<file path="src/rtl/seg_scan_mux.sv">
module seg_scan_mux #(
  parameter int NDIG = 4
) (
  input  logic              clk,
  input  logic              rst_n,
  input  logic              step,
  input  logic              single_mode,
  input  logic [4*NDIG-1:0] digits_in,
  input  logic [NDIG-1:0]   dot_en,
  output logic [6:0]        seg_n,
  output logic              dot_n,
  output logic [NDIG-1:0]   an_n
);
  localparam int PW = (NDIG > 1) ? $clog2(NDIG) : 1;
  localparam logic [PW-1:0] LAST = PW'(NDIG - 1);

  logic [PW-1:0]   pos, pos_nx;
  logic [NDIG-1:0] en_nx;
  logic [3:0]      code;
  logic [6:0]      lit;

  assign pos_nx = !step ? pos : (pos == LAST) ? '0 : pos + 1'b1;

  always_comb begin
    code = digits_in[3:0];
    for (int k = 1; k < NDIG; k++)
      if (!single_mode && pos_nx == PW'(k)) code = digits_in[4*k +: 4];
  end

  generate
    for (genvar k = 0; k < NDIG; k++) begin : g_en
      assign en_nx[k] = (pos_nx == PW'(k));
    end
  endgenerate

  always_comb begin
    case (code)
      4'd0: lit = 7'b0111111;
      4'd1: lit = 7'b0000110;
      4'd2: lit = 7'b1011011;
      4'd3: lit = 7'b1001111;
      4'd4: lit = 7'b1100110;
      4'd5: lit = 7'b1101101;
      4'd6: lit = 7'b1111101;
      4'd7: lit = 7'b0000111;
      4'd8: lit = 7'b1111111;
      4'd9: lit = 7'b1101111;
      default: lit = 7'b0000000;
    endcase
  end

  always_ff @(posedge clk or negedge rst_n) begin
    if (!rst_n) begin
      pos   <= '0;
      seg_n <= '1;
      dot_n <= 1'b1;
      an_n  <= '1;
    end else begin
      pos   <= pos_nx;
      seg_n <= ~lit;
      dot_n <= ~|(dot_en & en_nx);
      an_n  <= ~en_nx;
    end
  end
endmodule


</file>
<file path="config.mk">
export PLATFORM = sky130hd
export DESIGN_NAME = seg_scan_mux
export DESIGN_NICKNAME = d
export VERILOG_FILES = /design/src/rtl/seg_scan_mux.sv
export SDC_FILE = /design/constraint.sdc
export NUM_CORES = 1
export LEC_CHECK = 0
export ABC_AREA = 1
export BUFFER_PORTS_ARGS = -buffer_cell sky130_fd_sc_hd__buf_2
export CELL_PAD_IN_SITES_DETAIL_PLACEMENT = 0
export CELL_PAD_IN_SITES_GLOBAL_PLACEMENT = 1
export CORE_MARGIN = 5
export CORE_UTILIZATION = 36
export CTS_CLUSTER_DIAMETER = 200
export CTS_CLUSTER_SIZE = 14
export DETAILED_ROUTE_END_ITERATION = 10
export MAX_ROUTING_LAYER = met4
export PLACE_DENSITY_LB_ADDON = 0.12
export SYNTH_ARGS = -nofsm -noshare
export SYNTH_HDL_FRONTEND = slang
export SYNTH_SLANG_ARGS = --single-unit
</file>
<file path="constraint.sdc">
create_clock -name clk -period 4.3 [get_ports clk]
set_input_delay 0.86 -clock clk [delete_from_list [all_inputs] [get_ports clk]]
set_output_delay 0.86 -clock clk [all_outputs]
set_load 0.05 [all_outputs]
</file>
==> results of run 1 <==
[worst max path at each step]
stage | from | end | slack (ns)
CTS | step | seg_n[3] | 1.81
floorplan | step | seg_n[0] | 2.03
global route | step | seg_n[0] | 1.63
detailed placement | step | seg_n[3] | 1.50
global placement | step | seg_n[3] | 1.56
finish | step | seg_n[3] | 1.81
[state kept, by name (all words and copies together), names as in the netlist]
name	cells
seg_n	7
an_n	4
pos	2
dot_n	1
[power by group through the flow]
stage / combinational (uW) / sequential, uW / clock [uW]
final: 420 / 225 / 92.4
after global routing: 459 / 231 / 100
after CTS: 426 / 226 / 96.0
after detailed placement: 425 / 229 / 0
after global placement: 422 / 228 / 0
after floorplan: 162 / 408 / 0
[metrics by stage]
step,hold WS (ns),cell area (um2),total power (uW),instances,util (%)
2_1_floorplan,0.456,911,571,112,-
3_3_place_gp,0.491,1110,651,176,45.3
3_5_place_dp,0.483,1110,654,176,45.3
4_1_cts,0.458,1150,748,180,46.8
5_1_grt,0.471,1150,790,180,46.8
6_report,0.454,1150,737,180,46.8
[cell families (layout without fill, tap and decap cells)]
family          Yosys count  in the layout
simple gates             59             59
buf+inv                  23             61
flops                    14             14
compound gates           11             11
fa+ha+maj                 5              5
[area by class of cell]
| cell class | instances | area, um2 | area share (%) |
|---|---|---|---|
| multi-input combinational | 75 | 452 | 39.3 |
| sequential | 14 | 365 | 31.8 |
| timing repair buffer | 35 | 175 | 15.3 |
| inverter | 22 | 82.6 | 7.19 |
| tap | 30 | 37.5 | 3.27 |
| clock buffer | 4 | 36.3 | 3.16 |
[metal layers]
layer,routed length (um),share of wire [%],vias up
met5,0,0,-
met4,34,1.7,0
met3,143,7.3,4
met2,932,48,25
met1,843,43,344
li1,-,-,432
[critical path: cells and delay by family]
family	cells	cell delay, ns
simple gates	9	1.27
fa+ha+maj	1	0.18
buf+inv	5	0.36
[layout by cell type (no fill, tap or decap), drive strengths merged]
master	count
a31oi	1
clkbuf	4
o211ai	6
nand4	4
nand3	14
a21oi	3
ha	5
dfrtp	2
nor2	6
inv	22
nand2	34
o21ai	1
nand3b	1
dfstp	12
buf	35
==> out/results.ini, run 1 <==
[timing]
post-route-min-period_ns = 2.49
setup_slack_ns = 1.81
finalHoldViolCount = 0
drv_slew = 0
tns_ns = 0
relSlewSlack_pct = 70.0
fmax_mhz = 402
fin_crit_sh_pct = 57.8
skew_ns = 0.00451
rsz0062_at_grt = no
setup_viol = 0
worst_pin_slew_ns = 0.450

[detailed_routing]
routed_via_density = 4.47
first_pass_iters = 2
via_count = 805
ant_nets = 0
drc = 0
drt_iter0_markers = 6
wire_per_inst_um = 10.9
drt_wl_total_um = 1950

[placed_design]
portBuffers = 35
gp_congestion = 0.704
dp_hpwl_um = 1660
place_ws_ns = 1.50

[logic_synthesis]
synth_edf_count = 0
syn_nets = 141
synthMostInstantiatedCell = nand2_1
synth-compound-area-share_pct = 10.0
synth_xor_area_share_pct = 0
ys_ff_latch = 14
seq_area_frac_synth_pct = 40.1
syn_area_per_cell_um2 = 8.13
synth_top_family_by_area = simple AND/OR/NAND/NOR gates
synthMuxAreaShare_pct = 0
synth_flop_cell = dfstp_2
netlist_instances = 112
synth_top_area_share_pct = 34.6
yosys-top-cells-area = dfstp_2, nand2_1, inv_1, ha_1, nand3_1
yosysTopAreaCell = dfstp_2
yosys_warnings = 0
async_flop_share_pct = 100
synth_common_cells = nand2_1, inv_1, dfstp_2, nand3_1
syn_area_um2 = 911
synth_fa_ha_area_share_pct = 6.87
synth.distinct_cells = 21
synthSimpleGateAreaFrac_pct = 32.7

[power_and_ir_drop]
power.switching_uw = 372
p_clk_share_pct = 12.5
power.internal_uw = 365
peakVddDrop_mv = 0.361
p_seq_share_pct = 30.5
swShare_pct = 50.5
power_density_mw_per_mm2 = 642
p_leak_uw = 0.000622
pwr-share-comb_pct = 56.9

[clock_tree]
cts_made_buffers = 3
root_buffer = clkbuf_4
cts-resized-gates = 0
path_clk_slew_ns = 0.08
clock_path_buffers = 2
htree_levels = 1
ctsHoldBuffers = 0
clock-sinks = 14
clock_latency_ns = 0.28
cts_tree = built
cts_setup_buffers = 0

[grt]
first_global_vias = 753
gr-usage-met2_pct = 19.9
grt_pass1_wl_um = 3130
grt.met1_usage_pct = 14.2
top_usage_layer = met2
grt_use_met3_pct = 0.864
antenna_found_initial = 0
overflow = 0
grt_max_degree = 15
grt_usage_pct = 11.8

[worst_setup_path]
reg2regPathDepth = 14
cp_data_required_time_ns = 4.51
path_class = in -> reg
cp.arrival_ns = 2.69
critPathSlowestCell = nor2_2
rr_endpoint = seg_n[3]
startpoint_type = primary input
max_stage_delay_ns = 0.35
worst-r2r-setup-slack_ns = 2.09
critPathMostFrequentCell = nand2_2
r2r-start = pos[0]
worst_setup_path_end_kind = register
crit_chain = buf_2, nand2_2, inv_2, nor2_2, nand2_2, nor2_2, inv_2, nor2_1, inv_1, nand2_2, inv_1, ha_1, nand3b_1, nand3_1, nand2_1
crit_fanout = 11

[cells_and_area]
insertedDiodeCount = 0
synthToLayoutAreaGrowth_pct = 26.1
fin_nets = 180
nFillCells = 268
drive_above_1_share_pct = 46.7

[floorplan]
io-pin-count = 36
core_mm2 = 0.00245
fp.dieArea_mm2 = 0.00364
rows = 18
die_w_um = 60.3
die_h_um = 60.3
start_util_pct = 37.1

[run]
max_cap_violations = 0

[min_path]
hp-class = in -> async

[status]
status = finished, final reports clean

No activity file was read; power rests on OpenSTA's default activity.
==> inputs of run 2 (changes only) <==
--- a/config.mk
+++ b/config.mk
@@ -10,7 +10,7 @@
 export CELL_PAD_IN_SITES_DETAIL_PLACEMENT = 0
 export CELL_PAD_IN_SITES_GLOBAL_PLACEMENT = 1
 export CORE_MARGIN = 5
-export CORE_UTILIZATION = 36
+export CORE_UTILIZATION = 33
 export CTS_CLUSTER_DIAMETER = 200
 export CTS_CLUSTER_SIZE = 14
 export DETAILED_ROUTE_END_ITERATION = 10
==> constraint.sdc (replaced) <==
create_clock -name clk -period 2.5 [get_ports clk]
set_input_delay 0.5 -clock clk [delete_from_list [all_inputs] [get_ports clk]]
set_output_delay 0.5 -clock clk [all_outputs]
set_load 0.05 [all_outputs]
==> run 2 against run 1 <==
Compared with the run above: worst hold slack got worse by 0.36 ns; register-to-register slack got worse by 1.6 ns; final area increased by 2.1%; die area increased by 7.6%; non-clock buffer count increased by 3.
==> out/results.ini, run 2 (synthesized netlist as in run 1, its figures left out) <==
[detailed_routing]
drt_wl_total_um = 2160  ; was 1950 um
drc = 0  ; unchanged
via_count = 856  ; was 805
wire_per_inst_um = 11.7  ; was 10.9 um
drt_iter0_markers = 16  ; was 6
ant_nets = 0  ; unchanged
routed_via_density = 4.65  ; was 4.47
first_pass_iters = 4  ; was 2

[cells_and_area]
synthToLayoutAreaGrowth_pct = 28.7  ; was 26.1%
finalNonFillerCells = 184  ; was 180
layout_common_cells = buf_2, nand2_1, inv_1  ; unchanged
mostFrequentLayoutCell = buf_2  ; unchanged
reg_top3 = seg_n (7), an_n (4), pos (2)  ; unchanged
fin_nets = 183  ; was 180
drive_above_1_share_pct = 47.7  ; was 46.7%
largest_reg_flops = 7  ; unchanged
insertedDiodeCount = 0  ; unchanged
nFillCells = 304  ; was 268
largest_register = seg_n  ; unchanged

[placed_design]
portBuffers = 35  ; unchanged
dp_hpwl_um = 1860  ; was 1660 um
gp_congestion = 0.980  ; was 0.704
dp_cells = 180  ; was 176
place_ws_ns = 0.268  ; was 1.50 ns

[clock_tree]
clock-sinks = 14  ; unchanged
clock_path_buffers = 2  ; unchanged
cts_tree = built  ; unchanged
htree_levels = 1  ; unchanged
ctsHoldBuffers = 0  ; unchanged
clock_latency_ns = 0.28  ; about the same
path_clk_slew_ns = 0.08  ; about the same
cts_setup_buffers = 0  ; unchanged
cts_made_buffers = 3  ; unchanged
root_buffer = clkbuf_4  ; unchanged
cts-resized-gates = 0  ; unchanged

[worst_setup_path]
worst_setup_path_end_kind = register  ; unchanged
startpoint_type = register  ; was primary input
cp_data_required_time_ns = 2.71  ; was 4.51 ns
crit_fanout = 5  ; was 11
path_class = reg -> reg  ; was in -> reg
cp.arrival_ns = 2.22  ; was 2.69 ns

[floorplan]
die_w_um = 62.5  ; was 60.3 um
core_mm2 = 0.00271  ; was 0.00245 mm2
io-pin-count = 36  ; unchanged
die_h_um = 62.5  ; was 60.3 um
start_util_pct = 33.6  ; was 37.1%
fp.dieArea_mm2 = 0.00391  ; was 0.00364 mm2
rows = 19  ; was 18

[timing]
post-route-min-period_ns = 2.01
tns_ns = 0  ; unchanged
finalHoldViolCount = 0  ; unchanged
skew_ns = 0.00271  ; was 0.00451 ns
fmax_mhz = 497
setup_slack_ns = 0.487  ; was 1.81 ns
fin_crit_sh_pct = 80.5
drv_slew = 0  ; unchanged
relSlewSlack_pct = 79.4  ; was 70.0%
setup_viol = 0  ; unchanged
worst_pin_slew_ns = 0.308  ; was 0.450 ns
rsz0062_at_grt = no  ; unchanged

[power_and_ir_drop]
peakVddDrop_mv = 0.948  ; was 0.361 mV
power_density_mw_per_mm2 = 1100  ; was 642 mW/mm2
p_leak_uw = 0.000636  ; was 0.000622 uW
power_uw = 1290  ; was 737 uW

[grt]
overflow = 0  ; unchanged
first_global_vias = 943  ; was 753
grt_usage_pct = 12.6  ; was 11.8%
antenna_found_initial = 0  ; unchanged
grt_max_degree = 15  ; unchanged
grt_pass1_wl_um = 3930  ; was 3130 um

[min_path]
hp-class = in -> async  ; unchanged

[status]
status = finished, final reports clean  ; unchanged

[run]
max_cap_violations = 0  ; unchanged

## run 2: cell types whose count changed in the layout (fill, tap and decap cells not counted), sizes merged
| cell | change |
|---|---|
| buf | +3 |
## run 2: through the flow
stage,utilization (%),hold WS (ns),area [um2]
after detailed placement,41.9,0.406,1140
after CTS,43.3,0.0953,1170
final,43.3,0.0902,1170
after floorplan,-,0.204,911
after global placement,41.9,0.394,1140
after global routing,43.3,0.103,1170
## run 2: area by class of cell
class / count / area, um2 / area share, %
timing repair buffer: 38 / 198 / 16.9
multi-input combinational: 75 / 452 / 38.5
inverter: 22 / 82.6 / 7.04
sequential: 14 / 365 / 31.2
clock buffer: 4 / 36.3 / 3.09
tap: 31 / 38.8 / 3.31
## run 2: final timing paths
| kind | start | to | slack [ns] | depth (start not counted) |
|---|---|---|---|---|
| setup / recovery | pos[0] | seg_n[3] | 0.49 | 14 |
| min in group clk | dot_en[0] | dot_n | 0.37 | 2 |
| hold / removal | rst_n | pos[0] | 0.09 | 1 |
| hold reg to reg | pos[1] | an_n[3] | 0.55 | 1 |
| setup reg to reg | pos[0] | seg_n[3] | 0.49 | 14 |
| max in group asynchronous | rst_n | seg_n[4] | 2.13 | 1 |
## run 2: power by group
part           internal, uW  switching (uW)
clock                  88.6            70.9
sequential              365            27.0
combinational           187             554
total                   641             652
## run 2: critical path, stage by stage, from the launching register on
cell and delay [ns]:
dfrtp_1 0.43, nand2_2 0.11, inv_2 0.04, nor2_2 0.17, nand2_2 0.12, nor2_2 0.13
inv_2 0.06, nor2_1 0.09, inv_1 0.06, nand2_2 0.13, inv_1 0.10, ha_1 0.18
nand3b_1 0.17, nand3_1 0.10, nand2_1 0.05
## run 2: routing by layer
| layer | global-route usage [%] | wire length, um | up-vias |
|---|---|---|---|
| met5 | - | 0 | - |
| met1 | 14.8 | 1000 | 371 |
| met2 | 19.4 | 910 | 37 |
| met4 | 7.96 | 77 | 0 |
| li1 | - | - | 441 |
| met3 | 2.52 | 165 | 7 |
